**src/rtl/bb_pkg.sv**
```systemverilog
package bb_pkg;

    typedef enum logic [2:0] {
        ST_IDLE,
        ST_RD,
        ST_WAIT,
        ST_WR,
        ST_RESP
    } bb_state_e;

    typedef enum logic [1:0] {
        K_PLAIN_RD,
        K_PLAIN_WR,
        K_ALIAS_RD,
        K_ALIAS_WR
    } bb_kind_e;

endpackage

```
**src/rtl/bb_decode.sv**
```systemverilog
module bb_decode #(
    parameter int unsigned AW       = 32,
    parameter int unsigned NWIN     = 2,
    parameter int unsigned WIN_BITS = 25,
    parameter int unsigned BIT_W    = 5,
    parameter int unsigned BYTE_SH  = 2,
    parameter logic [NWIN*AW-1:0] ALIAS_BASES  = {32'h4200_0000, 32'h2200_0000},
    parameter logic [NWIN*AW-1:0] REGION_BASES = {32'h4000_0000, 32'h2000_0000}
) (
    input  logic [AW-1:0]    addr,
    output logic             hit,
    output logic             misalign,
    output logic [AW-1:0]    word_addr,
    output logic [BIT_W-1:0] bit_idx
);
    localparam int unsigned WORD_SH = BIT_W + BYTE_SH;

    logic [NWIN-1:0]     win_hit;
    logic [AW-1:0]       win_word [NWIN];
    logic [WIN_BITS-1:0] off;

    assign off = addr[WIN_BITS-1:0];

    // one comparator and one address builder per alias window
    for (genvar i = 0; i < NWIN; i++) begin : g_win
        assign win_hit[i]  = addr[AW-1:WIN_BITS] ==
                             ALIAS_BASES[i*AW+WIN_BITS +: AW-WIN_BITS];
        assign win_word[i] = REGION_BASES[i*AW +: AW] +
                             AW'((off >> WORD_SH) << BYTE_SH);
    end

    always_comb begin
        hit       = 1'b0;
        word_addr = '0;
        for (int i = 0; i < NWIN; i++) begin
            if (win_hit[i] && !hit) begin
                hit       = 1'b1;
                word_addr = win_word[i];
            end
        end
    end

    assign bit_idx  = addr[BYTE_SH +: BIT_W];
    assign misalign = hit && (addr[BYTE_SH-1:0] != '0);

endmodule

```
**src/rtl/bb_merge.sv**
```systemverilog
module bb_merge #(
    parameter int unsigned DW    = 32,
    parameter int unsigned BIT_W = 5
) (
    input  logic [DW-1:0]    word,
    input  logic [BIT_W-1:0] bit_idx,
    input  logic             bit_val,
    output logic [DW-1:0]    picked,
    output logic [DW-1:0]    merged
);
    assign picked = {{(DW-1){1'b0}}, word[bit_idx]};

    // per-lane select: only the addressed lane takes the new value
    for (genvar j = 0; j < DW; j++) begin : g_lane
        assign merged[j] = (bit_idx == BIT_W'(j)) ? bit_val : word[j];
    end

endmodule

```
**src/rtl/bb_seq.sv**
```systemverilog
module bb_seq
    import bb_pkg::*;
#(
    parameter int unsigned AW    = 32,
    parameter int unsigned DW    = 32,
    parameter int unsigned BIT_W = 5
) (
    input  logic             clk,
    input  logic             rst_n,
    input  logic             m_valid,
    input  logic             m_write,
    input  logic [AW-1:0]    m_addr,
    input  logic [DW-1:0]    m_wdata,
    input  logic             dec_hit,
    input  logic             dec_misalign,
    input  logic [AW-1:0]    dec_word_addr,
    input  logic [BIT_W-1:0] dec_bit_idx,
    output logic [BIT_W-1:0] mg_bit_idx,
    output logic             mg_bit_val,
    input  logic [DW-1:0]    mg_picked,
    input  logic [DW-1:0]    mg_merged,
    output logic             m_ready,
    output logic [DW-1:0]    m_rdata,
    output logic             m_err,
    output logic             d_valid,
    input  logic             d_ready,
    output logic [AW-1:0]    d_addr,
    output logic             d_write,
    output logic [DW-1:0]    d_wdata,
    output logic             d_lock,
    input  logic [DW-1:0]    d_rdata
);
    typedef struct packed {
        bb_state_e        state;
        bb_kind_e         kind;
        logic [AW-1:0]    addr;
        logic [DW-1:0]    wdata;
        logic [BIT_W-1:0] bit_idx;
        logic [DW-1:0]    rdata;
        logic             err;
    } seq_t;

    seq_t r_q, r_d;

    always_comb begin
        r_d = r_q;
        unique case (r_q.state)
            ST_IDLE: begin
                if (m_valid) begin
                    r_d.wdata   = m_wdata;
                    r_d.bit_idx = dec_bit_idx;
                    r_d.rdata   = '0;
                    r_d.err     = 1'b0;
                    if (dec_hit) begin
                        r_d.addr = dec_word_addr;
                        r_d.kind = m_write ? K_ALIAS_WR : K_ALIAS_RD;
                    end else begin
                        r_d.addr = m_addr;
                        r_d.kind = m_write ? K_PLAIN_WR : K_PLAIN_RD;
                    end
                    if (dec_misalign) begin
                        r_d.err   = 1'b1;
                        r_d.state = ST_RESP;
                    end else if (!dec_hit && m_write) begin
                        r_d.state = ST_WR;
                    end else begin
                        r_d.state = ST_RD;
                    end
                end
            end
            ST_RD: begin
                if (d_ready) r_d.state = ST_WAIT;
            end
            ST_WAIT: begin
                if (r_q.kind == K_ALIAS_WR) begin
                    r_d.wdata = mg_merged;
                    r_d.state = ST_WR;
                end else begin
                    r_d.rdata = (r_q.kind == K_ALIAS_RD) ? mg_picked : d_rdata;
                    r_d.state = ST_RESP;
                end
            end
            ST_WR: begin
                if (d_ready) r_d.state = ST_RESP;
            end
            ST_RESP: begin
                r_d.state = ST_IDLE;
            end
            default: r_d.state = ST_IDLE;
        endcase
    end

    always_ff @(posedge clk) begin
        if (!rst_n) begin
            r_q       <= '0;
            r_q.state <= ST_IDLE;
            r_q.kind  <= K_PLAIN_RD;
        end else begin
            r_q <= r_d;
        end
    end

    assign mg_bit_idx = r_q.bit_idx;
    assign mg_bit_val = r_q.wdata[0];

    assign m_ready = (r_q.state == ST_RESP);
    assign m_rdata = r_q.rdata;
    assign m_err   = r_q.err;
    assign d_valid = (r_q.state == ST_RD) || (r_q.state == ST_WR);
    assign d_write = (r_q.state == ST_WR);
    assign d_addr  = r_q.addr;
    assign d_wdata = r_q.wdata;
    assign d_lock  = (r_q.kind == K_ALIAS_WR) &&
                     ((r_q.state == ST_RD) || (r_q.state == ST_WAIT) ||
                      (r_q.state == ST_WR));

    // completion is a single-cycle pulse
    assert_ready_pulse_R7: assert property (@(posedge clk) disable iff (!rst_n)
        m_ready |=> !m_ready);

    // a stalled downstream request is held unchanged
    assert_hold_stalled_R8: assert property (@(posedge clk) disable iff (!rst_n)
        d_valid && !d_ready |=> d_valid && $stable(d_addr) && $stable(d_write)
                                && $stable(d_wdata));

    // a lock always opens with the read phase
    assert_lock_opens_read_R4: assert property (@(posedge clk) disable iff (!rst_n)
        $rose(d_lock) |-> d_valid && !d_write);

    // lock drops right after the write-back is accepted
    assert_lock_release_R4: assert property (@(posedge clk) disable iff (!rst_n)
        d_lock && d_valid && d_write && d_ready |=> !d_lock);

    // the master is not completed while the port is locked
    assert_no_resp_locked_R4: assert property (@(posedge clk) disable iff (!rst_n)
        d_lock |-> !m_ready);

    // an error response carries no data and no downstream traffic
    assert_err_quiet_R5: assert property (@(posedge clk) disable iff (!rst_n)
        m_ready && m_err |-> (m_rdata == '0) && !d_valid);

    // alias reads only ever return a value in bit 0
    assert_alias_lsb_R1: assert property (@(posedge clk) disable iff (!rst_n)
        m_ready && !m_err && (r_q.kind == K_ALIAS_RD) |-> m_rdata[DW-1:1] == '0);

endmodule

```
**src/rtl/bitband_unit.sv**
```systemverilog
module bitband_unit #(
    parameter int unsigned AW       = 32,
    parameter int unsigned DW       = 32,
    parameter int unsigned NWIN     = 2,
    parameter int unsigned WIN_BITS = 25,
    parameter logic [NWIN*AW-1:0] ALIAS_BASES  = {32'h4200_0000, 32'h2200_0000},
    parameter logic [NWIN*AW-1:0] REGION_BASES = {32'h4000_0000, 32'h2000_0000}
) (
    input  logic          clk,
    input  logic          rst_n,
    input  logic          m_valid,
    output logic          m_ready,
    input  logic [AW-1:0] m_addr,
    input  logic          m_write,
    input  logic [DW-1:0] m_wdata,
    output logic [DW-1:0] m_rdata,
    output logic          m_err,
    output logic          d_valid,
    input  logic          d_ready,
    output logic [AW-1:0] d_addr,
    output logic          d_write,
    output logic [DW-1:0] d_wdata,
    output logic          d_lock,
    input  logic [DW-1:0] d_rdata
);
    localparam int unsigned BIT_W   = $clog2(DW);
    localparam int unsigned BYTE_SH = $clog2(DW / 8);

    logic             dec_hit;
    logic             dec_misalign;
    logic [AW-1:0]    dec_word_addr;
    logic [BIT_W-1:0] dec_bit_idx;
    logic [BIT_W-1:0] mg_bit_idx;
    logic             mg_bit_val;
    logic [DW-1:0]    mg_picked;
    logic [DW-1:0]    mg_merged;

    bb_decode #(
        .AW          (AW),
        .NWIN        (NWIN),
        .WIN_BITS    (WIN_BITS),
        .BIT_W       (BIT_W),
        .BYTE_SH     (BYTE_SH),
        .ALIAS_BASES (ALIAS_BASES),
        .REGION_BASES(REGION_BASES)
    ) u_decode (
        .addr     (m_addr),
        .hit      (dec_hit),
        .misalign (dec_misalign),
        .word_addr(dec_word_addr),
        .bit_idx  (dec_bit_idx)
    );

    bb_merge #(
        .DW   (DW),
        .BIT_W(BIT_W)
    ) u_merge (
        .word   (d_rdata),
        .bit_idx(mg_bit_idx),
        .bit_val(mg_bit_val),
        .picked (mg_picked),
        .merged (mg_merged)
    );

    bb_seq #(
        .AW   (AW),
        .DW   (DW),
        .BIT_W(BIT_W)
    ) u_seq (
        .clk          (clk),
        .rst_n        (rst_n),
        .m_valid      (m_valid),
        .m_write      (m_write),
        .m_addr       (m_addr),
        .m_wdata      (m_wdata),
        .dec_hit      (dec_hit),
        .dec_misalign (dec_misalign),
        .dec_word_addr(dec_word_addr),
        .dec_bit_idx  (dec_bit_idx),
        .mg_bit_idx   (mg_bit_idx),
        .mg_bit_val   (mg_bit_val),
        .mg_picked    (mg_picked),
        .mg_merged    (mg_merged),
        .m_ready      (m_ready),
        .m_rdata      (m_rdata),
        .m_err        (m_err),
        .d_valid      (d_valid),
        .d_ready      (d_ready),
        .d_addr       (d_addr),
        .d_write      (d_write),
        .d_wdata      (d_wdata),
        .d_lock       (d_lock),
        .d_rdata      (d_rdata)
    );

endmodule

```
**config.mk**
```make
export PLATFORM = sky130hd
export DESIGN_NAME = bitband_unit
export DESIGN_NICKNAME = d
export VERILOG_FILES = /design/src/rtl/bb_pkg.sv /design/src/rtl/bb_decode.sv /design/src/rtl/bb_merge.sv /design/src/rtl/bb_seq.sv /design/src/rtl/bitband_unit.sv
export SDC_FILE = /design/constraint.sdc
export NUM_CORES = 1
export LEC_CHECK = 0
export BUFFER_PORTS_ARGS = -buffer_cell sky130_fd_sc_hd__buf_2
export CAP_MARGIN = 20
export CORE_MARGIN = 3
export CORE_UTILIZATION = 40
export CTS_BUF_LIST = sky130_fd_sc_hd__clkbuf_8
export DETAILED_ROUTE_END_ITERATION = 6
export HOLD_SLACK_MARGIN = 0.02
export SLEW_MARGIN = 30
export SYNTH_ARGS = -nofsm -noshare
export SYNTH_HDL_FRONTEND = slang
export SYNTH_HIERARCHICAL = 1
export SYNTH_SLANG_ARGS = --single-unit
```
**constraint.sdc**
```tcl
create_clock -name clk -period 4.35 [get_ports clk]
set_clock_uncertainty 0.05 [all_clocks]
set_input_delay 1.0875 -clock clk [delete_from_list [all_inputs] [get_ports clk]]
set_output_delay 1.0875 -clock clk [all_outputs]
set_load 0.02 [all_outputs]
```
## After elaboration in Yosys (flattened, before gate mapping)

Cells that the tools add are included.

| word-level totals | value |
|---|---|
| input port bits | 101 |
| logic and storage cells | 128 |
| output and inout port bits | 101 |
| flip-flop bits (word level) | 107 |

| cells by class | value |
|---|---|
| multiplexer cells | 54 |
| equal/unequal tests | 45 |
| order comparisons | 1 |
| add/sub/neg operators | 2 |
| reductions and logical operators | 18 |

Operator list:

| kind | count |
|---|---|
| $mux 32 | 4 |
| $pmux 32 s2 | 2 |
| $mux 107 | 1 |
| $eq 5x5->1 const B | 16 |
| $eq 5x4->1 const B | 8 |
| $mux 1 | 38 |
| $mux 34 | 1 |
| $add 31x20->32 const A | 1 |
| $add 30x20->31 const A | 1 |
| $mux 31 | 1 |
| $eq 5x3->1 const B | 4 |
| $mux 3 | 4 |
| $pmux 3 s4 | 1 |
| $eq 5x2->1 const B | 2 |
| $ne 2x2->1 const B | 5 |
| $reduce_and 3->1 | 3 |
| $eq 7x5->1 const B | 1 |
| $eq 7x6->1 const B | 1 |
| $eq 3x2->1 const B | 2 |
| $lt 5x6->1 const B | 1 |
| $bmux 1 s5 | 1 |
| $eq 5x1->1 const B | 1 |
| $logic_not 5->1 | 1 |
| $eq 2x2->1 const B | 2 |
| other kinds (11) | 18 |

## Depth between registers and ports, before layout

Gate-level depths: netlist of the first run.

| depth | value |
|---|---|
| depth after elaboration | 11 |
| depth in mapped cells | 11 |
| mapped depth without buffers | 8 |

## Hierarchy

The synthesis of the first run kept the hierarchy.

Modules (own cells, without submodules):

| module | area each (um2) | sequential area each (um2) | times used | cells each |
|---|---|---|---|---|
| bb_seq | 5700.5 | 2142.1 | 1 | 638 |
| bb_merge | 1124.8 | 0.0 | 1 | 145 |
| bb_decode | 530.5 | 0.0 | 1 | 51 |

## Least setup slack after synthesis of the first run

OpenSTA, ideal clock, no wires.

| path | value |
|---|---|
| path type | input -> register |
| start | input m_addr[26] |
| end | register u_seq.r_q, in the netlist u_seq/d_addr[10] |
| buffers on the path | 3 |
| path slack | 1.395 ns |
| required time | 4.184 ns |
| data arrival time | 2.789 ns |
| stages on the path | 8 |
| path through | or3b_4 buf_6 nor3_1 clkbuf_1 buf_2 mux2i_1 nand2_1 o211a_1 |

| on the way | value |
|---|---|
| longest elaborated chain between the ends | 6 |
| elaborated cells between the ends (all ways) | 9 |
| classes of those cells | eq/ne (2); mux (5); reduce/logical (2) |

RTL lines:

| element | RTL line | text |
|---|---|---|
| start: declaration | bitband_unit.sv:13 | `input logic [AW-1:0] m_addr,` |
| $eq 7x5->1 | bb_decode.sv:26 | `assign win_hit[i] = addr[AW-1:WIN_BITS] ==` |
| $mux 1 | bb_decode.sv:36 | `if (win_hit[i] && !hit) begin` |
| $logic_not 1->1 | bb_decode.sv:36 |  |
| $logic_and 1x1->1 | bb_decode.sv:36 |  |
| $mux 1 (*) | bb_decode.sv:36 |  |
| net dec_hit | bitband_unit.sv:29 | `logic dec_hit;` |
| $mux 34 (*) | bb_seq.sv:54 | `if (dec_hit) begin` |
| end signal: assignment | bb_seq.sv:99 | `r_q <= r_d;` |
| end: declaration | bb_seq.sv:43 | `seq_t r_q, r_d;` |

Mark *: on every way through the listed nets, which the timed path passes. The rest lies on a longest branch.
A chain may end at the register's enable or synchronous reset.

## Worst setup path after layout of the first run

| path | value |
|---|---|
| start | input m_addr[28] |
| end | register u_seq.r_q, in the netlist u_seq/d_addr[7] |

Same word-level chain as after synthesis.

==> flow_summary.yaml, run 1 <==
run_status:
  outcome: "completed"
cts:
  cts_buffers: 9
  cts-root-buf: "clkbuf_8"
  cts_tree: "done"
  h-tree-depth: 3
  insertion_delay_ns: 0.39
  postCtsSetupBuffers: 0
  ctsHoldBuffers: 0
  clockBufferDepth: 2
  cts_sinks: 107
  clkTransAtPathRegs_ns: 0.10
  cts.repair.resized: 0
placement:
  place.gp.congestion: 0.826
  hpwl_um: 14000
  io_buffers: 201
power_and_ir_drop:
  cellPowerDensity_nw_per_um2: 309
  fin_total_pwr_w: 0.00237
  ir_drop_v: 0.000157
  leakagePower_nw: 3.39
grt:
  grt_max_degree: 46
  grt_pass1_wl_um: 29200
  grt-ovfl-total: 0
  antenna_found_initial: 2
  grt_pass1_vias: 5247
  track_usage_pct: 18.4
drt:
  vias: 5691
  drc: 0
  viasPerCell: 5.11
  dr.pass1.iters: 4
  finalWirelength_um: 19200
  drtIter0Drc: 370
  routedWlPerCell_um: 17.2
  antenna_left: 0
logic_synthesis:
  post-synth-top-area-cell: "dfxtp_1"
  synthXorXnorAreaFrac_pct: 0.119
  synth_seq_cells: 107
  synthArstFlopShare_pct: 0
  syn-instance-count: 834
  syn_area_um2: 7360
  ys_warn_count: 6
  synth-compound-area-share_pct: 15.7
  syn_area_per_cell_um2: 8.82
  synth_most_common_cell: "buf_4"
  synth-simple-area-share_pct: 18.9
  yosysUniqueCellTypes: 53
  ys_seq_area_share_pct: 29.1
  synth_area_leaders: "dfxtp_1 (29%), buf_4 (15%), mux2i_1 (10%)"
  synth_mux_area_share_pct: 16.2
  synth_top_family_by_area: "buffers and inverters"
  synth_top_area_share_pct: 29.1
  synth_common_cells: "buf_4 (150), dfxtp_1 (107), nand2_1 (99)"
  synth_edf_count: 0
  synth_fa_ha_area_share_pct: 0
  synthFlopType: "dfxtp_1"
sta:
  fmax_mhz: 376
  hold_viol_final: 0
  grt_setup_unrepaired: "no"
  fin_crit_sh_pct: 61.2
  final-setup-viol-count: 0
  fin_tns_setup_ns: 0
  worst_slew_pin_slew_ns: 0.916
  finalCriticalPeriod_ns: 2.66
  slew_viol_final: 0
  max-slew-margin-rel_pct: 38.9
die:
  num_rows: 48
  initial_core_util_pct: 41.7
  coreArea_um2: 17700
  ios: 202
  die_x_um: 142
  die_h_um: 142
  die_area_um2: 20100
critical_path:
  required_ns: 4.59
  r2r_slack_ns: 1.89
  crit-reg2reg-capture: "u_seq/m_rdata[0]"
  crit_path_start: "m_addr[28]"
  crit_type: "in2reg"
  crit_path_end_kind: "flop"
  cp.arrival_ns: 2.90
  startpoint_type: "input port"
  r2r_start: "u_seq/mg_bit_idx[3]"
  critPathMaxFanout: 20
  crit_end: "u_seq/d_addr[7]"
  reg2reg_depth: 8
layout:
  num_antenna_cells: 0
  drive_above_1_share_pct: 33.6
  nFillCells: 1829
  multi_input_area_um2: 3940
  area_growth_pct: 4.34
  nets: 985
  seq_area_um2: 2140
  utilization_pct: 43.5
min_path:
  holdCritPathClass: "reg2reg"
flow_run:
  max_cap_viol_count: 0
how the worst min path moves through the flow:
stage / from / to / slack, ns / cells past startpoint
2_1_floorplan: u_seq/mg_bit_idx[0] / u_seq/mg_bit_idx[0] / 0.39 / 2
3_3_place_gp: u_seq/m_err / u_seq/m_err / 0.41 / 2
3_5_place_dp: u_seq/m_err / u_seq/m_err / 0.42 / 2
4_1_cts: u_seq/m_err / u_seq/m_err / 0.44 / 2
5_1_grt: u_seq/m_err / u_seq/m_err / 0.46 / 2
6_report: u_seq/m_err / u_seq/m_err / 0.44 / 2
kinds of logic (layout without fill, tap and decap cells):
logic type / Yosys count / after routing
other: 2 / 43
XOR/XNOR: 1 / 1
AO/OA/AOI/OAI: 153 / 153
AND/OR/NAND/NOR: 243 / 243
buffers and inverters: 218 / 232
multiplexers: 110 / 110
flip-flops: 107 / 107
cells in the final DEF, fill, tap and decap left out, types with 19 or more instances in the layout:
| cell | synthesis | routed |
|---|---|---|
| nand2_1 | 99 | 98 |
| conb_1 | 2 | 43 |
| buf_2 | 28 | 201 |
| and2_1 | 34 | 34 |
| dfxtp_1 | 107 | 106 |
| o2bb2ai_1 | 32 | 32 |
| a31oi_1 | 32 | 32 |
| mux2i_1 | 74 | 74 |
| nor2_1 | 27 | 27 |
| o211a_1 | 32 | 32 |
| nand3_1 | 37 | 37 |
| mux2_2 | 32 | 32 |
| o21ai_0 | 19 | 19 |
registers in the layout, summed over array words and instances (netlist names):
register	flops
u_seq/mg_bit_idx	5
u_seq/r_q	5
u_seq/d_wdata	32
u_seq/m_rdata	32
u_seq/m_err	1
u_seq/d_addr	32
worst max-delay path: stages:
cell and delay [ns]:
buf_2 0.10, or2_1 0.41, buf_4 0.30, nor3_2 0.19
buf_4 0.36, mux2i_1 0.24, nand2_1 0.07, o211a_1 0.14
final cells by class:
cell class | instances | area share, %
inverter | 1 | 0.0489
multi-input combinational | 550 | 51.3
clock inverter | 7 | 0.831
sequential | 107 | 27.9
tap | 225 | 3.67
clock buffer | 9 | 1.61
timing repair buffer | 215 | 14.6
layer usage:
layer / vias up / wire (um) / GRT usage [%]
li1: 2840 / - / -
met1: 2651 / 8160 / 23.0
met2: 172 / 9450 / 31.3
met3: 24 / 1210 / 4.15
met4: 4 / 342 / 5.96
met5: - / 14 / 0
stage by stage:
| step | cells | cell area (um^2) | setup WS, ns | hold slack, ns |
|---|---|---|---|---|
| floorplan | 875 | 7510 | 1.39 | 0.385 |
| global placement | 1098 | 7480 | 1.31 | 0.410 |
| detailed placement | 1098 | 7490 | 1.27 | 0.420 |
| CTS | 1114 | 7670 | 1.52 | 0.440 |
| global route | 1114 | 7670 | 1.55 | 0.458 |
| finish | 1114 | 7670 | 1.69 | 0.436 |
power breakdown:
group	leakage, nW	internal (W)	total (W)	switching, W
clock	0.0930	0.000218	0.000605	0.000386
sequential	0.879	0.00106	0.00113	0.0000695
combinational	2.41	0.000245	0.000631	0.000386
(Power assumes the default switching activity.)
==> inputs of run 2 (changes only) <==
- PLACE_DENSITY: default -> 0.66
- clock period: 4.35 -> 2.3 ns (I/O delays scaled with it)
==> run 2 against run 1 <==
  * Core utilization is 1.2 points higher
  * Via count is 1.5% higher
  * First-iteration DRC count fell by 12%
  * Sequential share of layout area down 0.72 points
  * Sequential power increased by 87%
  * Routed wire length down 0.36%
==> flow_summary.yaml, run 2 (synthesized netlist as in run 1, its figures left out) <==
power_and_ir_drop:
  ir_drop_v: 0.000335
  fin_total_pwr_w: 0.00463
  leakagePower_nw: 3.50
  cellPowerDensity_nw_per_um2: 588
die:
  die_area_um2: 20100
  die_x_um: 142
  coreArea_um2: 17700
  num_rows: 48
  ios: 202
  initial_core_util_pct: 41.7
  die_h_um: 142
sta:
  max-slew-margin-rel_pct: 60.3
  worst_slew_pin_slew_ns: 0.596
  fin_crit_sh_pct: 92.0
  hold_viol_final: 0
  holdWs_ns: 0.389
  fmax_mhz: 473
  finalCriticalPeriod_ns: 2.12
  slew_viol_final: 0
  fin_tns_setup_ns: 0
  grt_setup_unrepaired: "no"
  final-setup-viol-count: 0
layout:
  final_cell_mix: "buf_2 (201), dfxtp_1 (105), nand2_1 (99)"
  nets: 1000
  layout_commonest_cell: "buf_2"
  drive_above_1_share_pct: 34.6
  nFillCells: 1789
  area_growth_pct: 7.16
drt:
  antenna_left: 0
  drc: 0
  vias: 5779
  dr.pass1.iters: 5
  drtIter0Drc: 326
  routedWlPerCell_um: 16.9
  viasPerCell: 5.12
  finalWirelength_um: 19100
placement:
  io_buffers: 201
  place.gp.congestion: 0.863
  hpwl_um: 14100
cts:
  cts_sinks: 107
  clkTransAtPathRegs_ns: 0.10
  insertion_delay_ns: 0.38
  postCtsSetupBuffers: 0
  cts_tree: "done"
  clockBufferDepth: 2
  cts-root-buf: "clkbuf_8"
  cts_buffers: 9
  h-tree-depth: 3
critical_path:
  crit_type: "reg2reg"
  cp.arrival_ns: 2.36
  required_ns: 2.54
  crit_path_end_kind: "flop"
  critPathMaxFanout: 5
  startpoint_type: "flop"
flow_run:
  max_cap_viol_count: 0
grt:
  grt_pass1_wl_um: 29800
  grt_pass1_vias: 5424
  grt_max_degree: 65
  antenna_found_initial: 1
  grt-ovfl-total: 0
  track_usage_pct: 18.5
min_path:
  holdCritPathClass: "in2reg"
run_status:
  outcome: "completed"
==> run 2: changes by cell type in the layout (fill, tap and decap cells not counted), moves of 2 or more <==
cell / change
buf_12: +6
inv_6: -2
buf_4: +9
bufinv_16: +2
==> run 2: routing by layer <==
metal | vias to the layer above | global-route usage (%) | part of all wire (%)
li1 | 2868 | - | -
met1 | 2708 | 23.7 | 42
met4 | 2 | 4.70 | 1.4
met5 | - | 0 | 0.068
met2 | 182 | 31.6 | 49
met3 | 19 | 4.21 | 6.9
==> run 2: critical path, stage by stage, from the launching register on <==
cell and delay (ns):
dfxtp_2 0.45, buf_4 0.17, mux4_2 0.48, mux2i_1 0.24
a32oi_1 0.14, o21a_1 0.14, mux2i_1 0.13, o2bb2ai_1 0.07
and2_1 0.16
==> run 2: per-stage QoR <==
stage / std cells / worst slack (ns) / util (%) / cell area (um^2)
final: 1129 / 0.185 / 44.6 / 7880
after global routing: 1128 / 0.0567 / 44.6 / 7880
after CTS: 1128 / 0.0328 / 44.6 / 7880
after detailed placement: 1113 / 0.0644 / 43.4 / 7670
after global placement: 1113 / 0.0935 / 43.4 / 7670
after floorplan: 875 / 0.0367 / - / 7520
==> run 2: final cells by class <==
cell class              count  area [um^2]  share of cell area [%]
multi-input cells         550         3930                    49.9
flip-flops and latches    107         2140                    27.2
repair buffers            230         1310                    16.6
well taps                 225          282                    3.57
clock buffers               9          124                    1.57
clock inverters             6         82.6                    1.05
inverters                   1         3.75                  0.0476
diodes                      1         2.50                  0.0317
==> run 2: worst paths after layout <==
check | start | end | slack (ns) | cells past startpoint
hold reg to reg | u_seq/m_err | u_seq/m_err | 0.44 | 2
setup reg to reg | u_seq/mg_bit_idx[0] | u_seq/m_rdata[0] | 0.18 | 8
hold / removal | m_addr[2] | u_seq/mg_bit_idx[0] | 0.39 | 3
setup / recovery | u_seq/mg_bit_idx[0] | u_seq/m_rdata[0] | 0.18 | 8
==> run 2: what timing repair did <==
action                                  CTS  global route
hold buffers                              0             0
endpoints found under the setup margin    0             2
gates resized for setup                   0             2
==> run 2: power by group <==
part           switching (W)  total (W)  internal (W)  leakage (nW)
Sequential          0.000104    0.00211       0.00201         0.879
Combinational       0.000768    0.00126      0.000495          2.51
Clock               0.000653    0.00126      0.000602         0.110
Total                0.00152    0.00463       0.00311          3.50
==> inputs of run 3 (changes only) <==
- BUFFER_PORTS_ARGS: -buffer_cell sky130_fd_sc_hd__buf_2 -> default
- CELL_PAD_IN_SITES_DETAIL_PLACEMENT: default -> 0
- CELL_PAD_IN_SITES_GLOBAL_PLACEMENT: default -> 1
- DONT_BUFFER_PORTS: default -> 1
- PLACE_DENSITY: 0.66 -> default
- PLACE_DENSITY_LB_ADDON: default -> 0.1
- SLEW_MARGIN: 30 -> default
==> run 3 against run 2 <==
  * Routed wire length about the same
  * Combinational power down 39%
  * Sequential share of layout area up 4.3 points
  * Die area unchanged
  * Non-clock buffer count down 206
  * Cell area down 14%
  * Worst hold slack worse by 0.12 ns
  * Critical endpoint is now d_write
  * Largest cell class unchanged
  * Largest power group unchanged
==> flow_summary.yaml, run 3 (synthesized netlist as in run 1, its figures left out) <==
run_status:
  outcome: "completed"
power_and_ir_drop:
  leakagePower_nw: 2.53
  ir_drop_v: 0.000281
  cellPowerDensity_nw_per_um2: 628
grt:
  antenna_found_initial: 0
  grt_pass1_wl_um: 29200
  track_usage_pct: 18.5
  grt_max_degree: 106
  grt_pass1_vias: 5048
  grt-ovfl-total: 0
die:
  num_rows: 48
  initial_core_util_pct: 41.7
  coreArea_um2: 17700
  die_h_um: 142
  die_x_um: 142
  die_area_um2: 20100
  ios: 202
critical_path:
  critPathMaxFanout: 12
  required_ns: 1.67
  path_cells: "nor2b_1, and2_1"
  crit_type: "reg2out"
  crit_slowest_cell: "dfxtp_1"
  max_stage_delay_ns: 0.62
  startpoint_type: "flop"
  crit_path_end_kind: "output pin"
  cp.arrival_ns: 1.48
placement:
  io_buffers: 0
  hpwl_um: 13900
  place.gp.congestion: 0.796
  dp_slack_ns: 0.128
layout:
  final_cell_mix: "dfxtp_1 (106), nand2_1 (99), mux2i_1 (74)"
  area_growth_pct: -7.55
  nFillCells: 1814
  drive_above_1_share_pct: 15.3
  num_antenna_cells: 0
  nets: 794
  layout_commonest_cell: "dfxtp_1"
cts:
  clkTransAtPathRegs_ns: 0.11
  insertion_delay_ns: 0.39
  cts_buffers: 9
  cts.repair.resized: 0
  postCtsSetupBuffers: 0
  cts-root-buf: "clkbuf_8"
  cts_tree: "done"
  h-tree-depth: 3
  ctsHoldBuffers: 0
  clockBufferDepth: 2
  cts_sinks: 107
sta:
  fin_crit_sh_pct: 91.6
  max-slew-margin-rel_pct: 63.7
  slew_viol_final: 0
  fmax_mhz: 475
  worst_slew_pin_slew_ns: 0.543
  grt_setup_unrepaired: "no"
  final-setup-viol-count: 0
  fin_tns_setup_ns: 0
  worst_slack_ns: 0.194
  hold_viol_final: 0
  finalCriticalPeriod_ns: 2.11
drt:
  dr.pass1.iters: 4
  drtIter0Drc: 353
  route.met3.wl_um: 1520
  viasPerCell: 5.49
  antenna_left: 0
  wl_met1_um: 7960
  dr_wl_met2_um: 9330
  finalWirelength_um: 19100
  routedWlPerCell_um: 20.7
  highest_layer: "met4"
  drc: 0
  vias: 5063
min_path:
  holdCritPathClass: "in2reg"
flow_run:
  max_cap_viol_count: 0
[run 3: cell types whose count changed in the layout (fill, tap and decap cells not counted), sizes merged]
cell,delta
bufinv,-2
clkbuf,+1
clkinv,-2
inv,+2
buf,-206
clkinvlp,+2
diode,-1
[run 3: cell type report]
cell class              instances  area, um^2  area share [%]
flip-flops and latches        107        2140            31.5
inverters                       1        3.75          0.0552
repair buffers                 24         255            3.75
clock inverters                 6        46.3           0.681
well taps                     225         282            4.14
clock buffers                  10         138            2.02
multi-input cells             550        3930            57.8
[run 3: path summary, 6_finish.rpt]
kind | start | endpoint | slack [ns] | depth (start not counted)
min reg2reg | u_seq/r_q[103] | u_seq/r_q[103] | 0.46 | 2
min | m_write | u_seq/r_q[102] | 0.27 | 2
max | u_seq/r_q[104] | d_write | 0.19 | 2
max reg2reg | u_seq/mg_bit_idx[0] | u_seq/m_rdata[0] | 0.25 | 8
[run 3: stage by stage]
stage / area [um^2] / hold slack [ns] / util (%) / instances / total power, W
after floorplan: 7520 / 0.385 / - / 875 / 0.00323
after global placement: 6620 / 0.444 / 37.5 / 907 / 0.00314
after detailed placement: 6620 / 0.444 / 37.5 / 907 / 0.00316
after CTS: 6800 / 0.235 / 38.5 / 923 / 0.00434
after global routing: 6800 / 0.241 / 38.5 / 923 / 0.00453
final: 6800 / 0.266 / 38.5 / 923 / 0.00427
[run 3: routing by layer]
layer  vias to the layer above  GRT usage (%)
met5                         -              0
met4                         0           5.71
met3                        21           5.93
met2                       144           30.9
met1                      2444           22.8
li1                       2454              -
[run 3: power breakdown]
| part | total (W) | internal (W) | switching (W) |
|---|---|---|---|
| combinational | 0.000773 | 0.000343 | 0.000431 |
| sequential | 0.00233 | 0.00201 | 0.000322 |
| clock | 0.00117 | 0.000435 | 0.000731 |
[run 3: worst max-delay path, delay by kind of cell, from the launching register on]
family	cells	cell delay (ns)
and+or+nand+nor	2	0.47
DFF	1	0.62
